### config.mk
export PLATFORM = sky130hd
export DESIGN_NAME = line_drive_seq
export DESIGN_NICKNAME = d
export VERILOG_FILES = /design/src/rtl/lds_pkg.sv /design/src/rtl/lds_phase_fsm.sv /design/src/rtl/lds_pulse_gen.sv /design/src/rtl/line_drive_seq.sv
export SDC_FILE = /design/constraint.sdc
export NUM_CORES = 1
export LEC_CHECK = 0
export ABC_AREA = 0
export BUFFER_PORTS_ARGS = -buffer_cell sky130_fd_sc_hd__buf_2
export CORE_ASPECT_RATIO = 0.6
export CORE_MARGIN = 2
export CORE_UTILIZATION = 30
export CTS_CLUSTER_DIAMETER = 50
export CTS_CLUSTER_SIZE = 12
export DETAILED_ROUTE_END_ITERATION = 7
export PLACE_DENSITY = 0.44
export SETUP_SLACK_MARGIN = 0.4
export SYNTH_ARGS = -nofsm -noshare
export SYNTH_HDL_FRONTEND = slang
export SYNTH_HIERARCHICAL = 1
export SYNTH_SLANG_ARGS = --single-unit
### constraint.sdc
create_clock -name clk -period 2.68 [get_ports clk]
set_input_delay 0.804 -clock clk [delete_from_list [all_inputs] [get_ports clk]]
set_output_delay 0.804 -clock clk [all_outputs]
set_load 0.02 [all_outputs]
### src/rtl/lds_pkg.sv
package lds_pkg;

   typedef enum logic [2:0] {
      PH_OFF   = 3'd0,
      PH_SOFT  = 3'd1,
      PH_RUN   = 3'd2,
      PH_DISCH = 3'd3,
      PH_TAIL  = 3'd4
   } lds_phase_e;

   typedef enum logic [1:0] {
      DM_IDLE = 2'd0,
      DM_FAST = 2'd1,
      DM_NORM = 2'd2
   } lds_dmode_e;

   // drive rate requested by each sequencing phase
   function automatic lds_dmode_e phase_to_mode(lds_phase_e ph);
      case (ph)
         PH_SOFT, PH_DISCH, PH_TAIL: phase_to_mode = DM_FAST;
         PH_RUN:                     phase_to_mode = DM_NORM;
         default:                    phase_to_mode = DM_IDLE;
      endcase
   endfunction

   function automatic int cycles_of_us(int clk_hz, int us);
      longint prod;
      prod = longint'(clk_hz) * longint'(us);
      cycles_of_us = int'(prod / 64'sd1_000_000);
   endfunction

endpackage

### src/rtl/lds_phase_fsm.sv
module lds_phase_fsm
   import lds_pkg::*;
#(
   parameter int SOFT_CYC  = 1000,
   parameter int DISCH_CYC = 2000,
   parameter int TAIL_CYC  = 1000,
   localparam int MAX_CYC  = (SOFT_CYC > DISCH_CYC) ?
                             ((SOFT_CYC > TAIL_CYC) ? SOFT_CYC : TAIL_CYC) :
                             ((DISCH_CYC > TAIL_CYC) ? DISCH_CYC : TAIL_CYC),
   localparam int TW       = $clog2(MAX_CYC + 1)
)(
   input  logic       clk,
   input  logic       rst_n,
   input  logic       pwr_on,
   input  logic       stby,
   output lds_phase_e phase
);

   localparam logic [TW-1:0] SOFT_LAST  = TW'(SOFT_CYC - 1);
   localparam logic [TW-1:0] DISCH_LAST = TW'(DISCH_CYC - 1);
   localparam logic [TW-1:0] TAIL_LAST  = TW'(TAIL_CYC - 1);

   lds_phase_e    ph_q;
   logic [TW-1:0] tmr_q;

   always_ff @(posedge clk or negedge rst_n) begin
      if (!rst_n) begin
         ph_q  <= PH_OFF;
         tmr_q <= '0;
      end else begin
         case (ph_q)
            PH_OFF: begin
               tmr_q <= '0;
               if (pwr_on && !stby) ph_q <= PH_SOFT;
            end
            PH_SOFT: begin
               if (stby) begin
                  ph_q  <= PH_DISCH;
                  tmr_q <= '0;
               end else if (tmr_q == SOFT_LAST) begin
                  ph_q  <= PH_RUN;
                  tmr_q <= '0;
               end else begin
                  tmr_q <= tmr_q + 1'b1;
               end
            end
            PH_RUN: begin
               tmr_q <= '0;
               if (stby) ph_q <= PH_DISCH;
            end
            PH_DISCH: begin
               if (tmr_q == DISCH_LAST) begin
                  ph_q  <= PH_TAIL;
                  tmr_q <= '0;
               end else begin
                  tmr_q <= tmr_q + 1'b1;
               end
            end
            PH_TAIL: begin
               if (tmr_q == TAIL_LAST) begin
                  ph_q  <= PH_OFF;
                  tmr_q <= '0;
               end else begin
                  tmr_q <= tmr_q + 1'b1;
               end
            end
            default: begin
               ph_q  <= PH_OFF;
               tmr_q <= '0;
            end
         endcase
      end
   end

   assign phase = ph_q;

endmodule

### src/rtl/lds_pulse_gen.sv
module lds_pulse_gen
   import lds_pkg::*;
#(
   parameter int PER_FAST = 32,
   parameter int LOW_FAST = 8,
   parameter int PER_NORM = 64,
   parameter int LOW_NORM = 35,
   localparam int CW      = $clog2(PER_NORM + 1)
)(
   input  logic       clk,
   input  logic       rst_n,
   input  lds_dmode_e req_mode,
   output logic       drv_n,
   output logic       active
);

   localparam logic [CW-1:0] FAST_LAST = CW'(PER_FAST - 1);
   localparam logic [CW-1:0] NORM_LAST = CW'(PER_NORM - 1);
   localparam logic [CW-1:0] FAST_LOW  = CW'(LOW_FAST);
   localparam logic [CW-1:0] NORM_LOW  = CW'(LOW_NORM);

   lds_dmode_e    mode_q;
   logic [CW-1:0] cnt_q;
   logic [CW-1:0] last_c;
   logic [CW-1:0] low_c;
   logic          bound_c;

   always_comb begin
      case (mode_q)
         DM_FAST: begin last_c = FAST_LAST; low_c = FAST_LOW; end
         DM_NORM: begin last_c = NORM_LAST; low_c = NORM_LOW; end
         default: begin last_c = '0;        low_c = '0;       end
      endcase
      bound_c = (mode_q == DM_IDLE) || (cnt_q == last_c);
   end

   // rate and duty are latched only at a period boundary
   always_ff @(posedge clk or negedge rst_n) begin
      if (!rst_n) begin
         mode_q <= DM_IDLE;
         cnt_q  <= '0;
      end else if (bound_c) begin
         mode_q <= req_mode;
         cnt_q  <= '0;
      end else begin
         cnt_q <= cnt_q + 1'b1;
      end
   end

   assign active = (mode_q != DM_IDLE);
   assign drv_n  = !(active && (cnt_q < low_c));

endmodule

### src/rtl/line_drive_seq.sv
module line_drive_seq
   import lds_pkg::*;
#(
   parameter int CLK_HZ        = 27_000_000,
   parameter int LINE_HZ       = 15_625,
   parameter int SOFT_LOW_PCT  = 25,
   parameter int NORM_LOW_PCT  = 55,
   parameter int SOFT_US       = 50_000,
   parameter int DISCH_US      = 100_000,
   parameter int TAIL_US       = 50_000
)(
   input  logic clk,
   input  logic rst_n,
   input  logic pwr_on,
   input  logic stby,
   output logic drv_n,
   output logic drv_en,
   output logic rgb_max,
   output logic rgb_min
);

   localparam int PER_N     = CLK_HZ / LINE_HZ;
   localparam int PER_D     = PER_N / 2;
   localparam int LOW_N     = (PER_N * NORM_LOW_PCT) / 100;
   localparam int LOW_D     = (PER_D * SOFT_LOW_PCT) / 100;
   localparam int SOFT_CYC  = cycles_of_us(CLK_HZ, SOFT_US);
   localparam int DISCH_CYC = cycles_of_us(CLK_HZ, DISCH_US);
   localparam int TAIL_CYC  = cycles_of_us(CLK_HZ, TAIL_US);

   // elaboration-time parameter checks
   if (PER_D < 2) begin : g_bad_rate
      $error("line_drive_seq: clock too slow for the doubled line rate");
   end
   if (LOW_D < 1 || LOW_D >= PER_D) begin : g_bad_soft_duty
      $error("line_drive_seq: soft-start low time out of range");
   end
   if (LOW_N < 1 || LOW_N >= PER_N) begin : g_bad_norm_duty
      $error("line_drive_seq: normal low time out of range");
   end
   if (SOFT_CYC < 1 || DISCH_CYC < 1 || TAIL_CYC < 1) begin : g_bad_timer
      $error("line_drive_seq: every phase must last at least one cycle");
   end

   lds_phase_e st;
   lds_dmode_e req_mode;

   lds_phase_fsm #(
      .SOFT_CYC  (SOFT_CYC),
      .DISCH_CYC (DISCH_CYC),
      .TAIL_CYC  (TAIL_CYC)
   ) u_fsm (
      .clk    (clk),
      .rst_n  (rst_n),
      .pwr_on (pwr_on),
      .stby   (stby),
      .phase  (st)
   );

   assign req_mode = phase_to_mode(st);

   lds_pulse_gen #(
      .PER_FAST (PER_D),
      .LOW_FAST (LOW_D),
      .PER_NORM (PER_N),
      .LOW_NORM (LOW_N)
   ) u_gen (
      .clk      (clk),
      .rst_n    (rst_n),
      .req_mode (req_mode),
      .drv_n    (drv_n),
      .active   (drv_en)
   );

   assign rgb_max = (st == PH_DISCH);
   assign rgb_min = (st == PH_TAIL);

endmodule

**Word level (Yosys, flattened, before mapping)**

Cells that the tools add are included.

- Input port bits: 4
- Bits in registers: 38

- Equal/unequal tests: 14
- Reduce and logical (&&, ||, !) cells: 10
- Mux-type cells: 15
- Order comparisons: 1
- Add/subtract/negate cells: 2

Operator list:

| cell | count |
|---|---|
| $mux 22 | 3 |
| $pmux 22 s3 | 1 |
| $add 22x1->22 const B | 1 |
| $eq 22x21->1 const B | 1 |
| $eq 22x22->1 const B | 1 |
| $pmux 11 s2 | 1 |
| $pmux 10 s2 | 1 |
| $mux 3 | 6 |
| $pmux 3 s5 | 1 |
| $add 11x1->11 const B | 1 |
| $eq 11x11->1 | 1 |
| $lt 11x10->1 | 1 |
| $mux 11 | 1 |
| $eq 3x2->1 const B | 2 |
| $ne 2x1->1 const B | 3 |
| $reduce_and 5->1 | 1 |
| $pmux 2 s2 | 1 |
| $eq 3x1->1 const B | 1 |
| $eq 3x3->1 const B | 1 |
| $logic_not 3->1 | 1 |
| $ne 3x2->1 const B | 1 |
| $reduce_or 3->1 | 1 |
| $eq 2x1->1 const B | 1 |
| $eq 2x2->1 const B | 1 |
| other kinds (6) | 8 |

**Depth between registers and ports, before layout**

- Word-level depth: 5
- Gate-level depth with buffers: 8
- Mapped depth without buffers: 8

**Hierarchy**

Netlist, hierarchy kept.

By module, submodules not included:

| module | sequential area each (um^2) | times used | area each (um^2) | cells each |
|---|---|---|---|---|
| lds_phase_fsm | 625.6 | 1 | 1416.4 | 147 |
| lds_pulse_gen | 325.3 | 1 | 897.1 | 93 |
| line_drive_seq | 0.0 | 1 | 37.5 | 5 |

**Worst setup path after synthesis**

Ideal clock, no wire load.

- Path kind: register to output
- Start point: register u_gen.mode_q[0]
- End point: output port drv_n
- Path buffers: 0
- Arrival: 1824 ps
- Required time: 1876 ps
- Cell stages (with the launch flop): 9
- Setup slack: 52 ps
- Cell sequence: dfrtp_1 -> inv_1 -> ha_1 -> inv_1 -> ha_1 -> o21ai_0 -> a21boi_0 -> a221oi_1 -> o31ai_1

- Word-level cells in the longest chain between the ends: 5

Ends and longest elaborated chain:

| what | RTL line | RTL |
|---|---|---|
| from (decl) | lds_pulse_gen.sv:22 | `lds_dmode_e mode_q;` |
| from (signal assigned) | lds_pulse_gen.sv:43 | `mode_q <= req_mode;` |
| $eq 2x2->1 / $eq 2x1->1 (equally long branches) | lds_pulse_gen.sv:29 | `case (mode_q)` |
| $pmux 10 s2 | lds_pulse_gen.sv:29 |  |
| $lt 11x10->1 | lds_pulse_gen.sv:51 | `assign drv_n = !(active && (cnt_q < low_c));` |
| $logic_and 1x1->1 * | lds_pulse_gen.sv:51 |  |
| $logic_not 1->1 * | lds_pulse_gen.sv:51 |  |
| to (decl) | line_drive_seq.sv:16 | `output logic drv_n,` |

Every way passes the cells marked *; elsewhere a longest branch is shown, timed or not.

**Worst setup path in the final report**

- Start point: register u_gen.mode_q[1]
- End point: output port drv_n

The elaborated chain is that of the path after synthesis.

==> impl_metrics.env <==
export IMPL_grt_pass1_vias=1721
export IMPL_yosys_area_top_type_share_pct=40.4
export IMPL_violations="negative setup slack"
export IMPL_synth_area_um2=2350
export IMPL_setup_viol=1
export IMPL_die_y_um=72.6
export IMPL_worst_pin_slew_ns=0.383
export IMPL_synth_cell_types=53
export IMPL_layout_min_cycle_time_ns=2.92
export IMPL_syn_num_nets=260
export IMPL_drt_iter0_drc=122
export IMPL_path_cells="buf_6 -> ha_4 -> inv_6 -> ha_4 -> a31o_4 -> a2111oi_4 -> o31ai_4 -> buf_6"
export IMPL_grt_max_degree=23
export IMPL_clock_sinks=38
export IMPL_critPathLaunch="u_gen/mode_q[1]"
export IMPL_slew_viol_final=0
export IMPL_met3_usage_pct=2.66
export IMPL_grt_util_met1_pct=23.4
export IMPL_gr_total_overflow=0
export IMPL_power_leakage_nw=1.15
export IMPL_area_delta_synth_final_pct=23.0
export IMPL_ant_nets=0
export IMPL_place_ws_ns=-0.00430
export IMPL_clk_pin_slew_ns=0.06
export IMPL_insertion_delay_ns=0.28
export IMPL_synthTopCellsByArea="dfrtp_1 (40%), ha_1 (5.9%), xor2_1 (4.8%)"
export IMPL_crit_path_max_incr_delay_ns=0.40
export IMPL_worst_ep_required_time_ns=1.88
export IMPL_drc=0
export IMPL_async_flop_share_pct=100
export IMPL_slew_headroom_pct=74.4
export IMPL_synthTopCellsByCount="dfrtp_1 (38), nor2_1 (20), nand2_1 (15)"
export IMPL_cp_slowest_cell="dfrtp_1"
export IMPL_synth_edf_count=0
export IMPL_core_area_um2=7420
export IMPL_final_nets=278
export IMPL_num_rows=24
export IMPL_yosysMostFrequentCell="dfrtp_1"
export IMPL_status="finished with violations"
export IMPL_start_util_pct=31.7
export IMPL_reg2reg_from="u_gen/mode_q[0]"
export IMPL_root_buffer="clkbuf_16"
export IMPL_start_kind="register"
export IMPL_seq_area_frac_synth_pct=40.4
export IMPL_critical_path_class="reg -> out"
export IMPL_final_cells=368
export IMPL_drt_total_wl_um=5430
export IMPL_finClkSkew_ns=0.00116
export IMPL_hold_viol_final=0
export IMPL_hpwlAfterDp_um=3960
export IMPL_portBuffers=7
export IMPL_htree_levels=2
export IMPL_die_area_um2=8580
export IMPL_cts_made_buffers=5
export IMPL_globalplace_congestion=0.773
export IMPL_cp_max_fo=5
export IMPL_pin_count=8
export IMPL_drv_cap=0
export IMPL_groute_usage_overall_pct=13.9
export IMPL_antenna_cells=0
export IMPL_n_fill_cell=762
export IMPL_wl_per_cell_um=14.7
export IMPL_peakVddDrop_v=0.000255
export IMPL_fin_crit_sh_pct=109
export IMPL_dpl_cell_count=358
export IMPL_place_area_um2=2600
export IMPL_antenna_found_initial=0
export IMPL_holdBufCountCts=0
export IMPL_rsz0062_at_grt="true"
export IMPL_endpoint_kind="primary output"
export IMPL_yosys_area_top_type="dfrtp_1"
export IMPL_ys_warn_count=6
export IMPL_fin_area_um2=2890
export IMPL_worst_ep_arrival_time_ns=2.11
export IMPL_dr_pass1_iters=4
export IMPL_min_path_type="in -> async"
export IMPL_use_met2_pct=16.9
export IMPL_clock_fmax_ghz=0.343
export IMPL_layout_setup_ws_ns=-0.236
export IMPL_num_vias=1844
export IMPL_synthCells=245
export IMPL_grt_busiest_layer="met1"
export IMPL_drive_above_1_share_pct=23.1
export IMPL_postLayoutCoreUtil_pct=39.0
export IMPL_cts_tree="yes"
export IMPL_die_w_um=118
export IMPL_clock_path_buffers=2
export IMPL_avgViaCountPerCell=5.01
export IMPL_p_per_area_nw_per_um2=520
export IMPL_ys_flop_type="dfrtp_1"
export IMPL_avgSynthCellArea_um2=9.60
export IMPL_synth_seq_cells=38
export IMPL_grt_pass1_wl_um=9300
-- placed cells by master, fill, tap and decap left out, types with 3 or more instances in the layout --
cell type,instances
dfrtp_1,38
nor2_1,20
nand2_1,15
a21oi_1,14
xor2_1,13
nand4_1,12
xnor2_1,12
buf_4,11
o21ai_0,10
inv_1,8
nand3_1,7
a22oi_1,7
or3_1,7
buf_2,6
clkbuf_16,5
buf_6,5
ha_1,5
ha_4,5
nor4b_1,4
or4_4,3
nor3_1,3
inv_2,3
-- power by group --
| group | internal [mW] | leakage (nW) | switching, mW |
|---|---|---|---|
| Sequential | 0.603 | 0.509 | 0.0534 |
| Combinational | 0.0894 | 0.568 | 0.162 |
| Clock | 0.368 | 0.0729 | 0.227 |
| Total | 1.06 | 1.15 | 0.442 |
-- metrics by stage --
step / hold slack (ns) / TNS (ns) / total power, mW
2_1_floorplan: 0.442 / 0 / 0.828
3_3_place_gp: 0.481 / 0 / 0.919
3_5_place_dp: 0.474 / -0.00430 / 0.918
4_1_cts: 0.407 / -0.247 / 1.52
5_1_grt: 0.424 / -0.318 / 1.59
6_report: 0.397 / -0.236 / 1.50
-- kinds of logic (layout without fill, tap and decap cells) --
group	Yosys count	count (layout)	synth area share, %
flip-flops	38	38	40.4
XOR/XNOR	25	25	9.31
AO/OA/AOI/OAI	48	48	13.3
adder cells (fa/ha/maj)	12	12	6.28
AND/OR/NAND/NOR	96	96	24.4
multiplexers	2	2	1.28
buffers and inverters	24	43	5.00
-- flip-flops by register name (all words and copies together), names as in the netlist --
signal and flops:
u_fsm/tmr_q 22, u_fsm/phase 3, u_gen/mode_q 2, u_gen/cnt_q 11
-- per-layer routing --
| metal | up-vias | part of all wire [%] |
|---|---|---|
| li1 | 928 | - |
| met5 | - | 0 |
| met4 | 0 | 1.0 |
| met3 | 4 | 2.4 |
| met1 | 895 | 61 |
| met2 | 17 | 36 |
-- critical path, delay by kind of cell (launching register included) --
kind            cells  cell delay, ns
flops               1            0.40
compound gates      3            0.72
buf+inv             3            0.35
fa+ha+maj           2            0.37
-- what timing repair did --
| action | in CTS | in global routing |
|---|---|---|
| buffers inserted | 2 | 0 |
| gates resized for setup | 16 | 7 |
| setup endpoints to repair | 3 | 16 |
| pin swaps | 4 | 4 |
-- layout make-up --
cell class                 instances  area (um2)  area share, %
tap                              104         130           4.50
multi-input combinational        183        1430           49.6
clock buffer                       6         139           4.80
sequential                        38         951           32.9
clock inverter                     2        12.5          0.433
timing repair buffer              22         169           5.84
inverter                          13        56.3           1.95
-- final timing paths --
kind	end	slack, ns	depth (start not counted)
setup / recovery	drv_n	-0.24	8
hold / removal	u_fsm/tmr_q[13]	0.40	1
setup reg to reg	u_gen/mode_q[1]	0.41	7
hold reg to reg	u_fsm/tmr_q[0]	0.49	1
max in group asynchronous	u_gen/cnt_q[8]	1.78	2
min in group clk	u_fsm/tmr_q[0]	0.49	1
(Power assumes the default switching activity.)
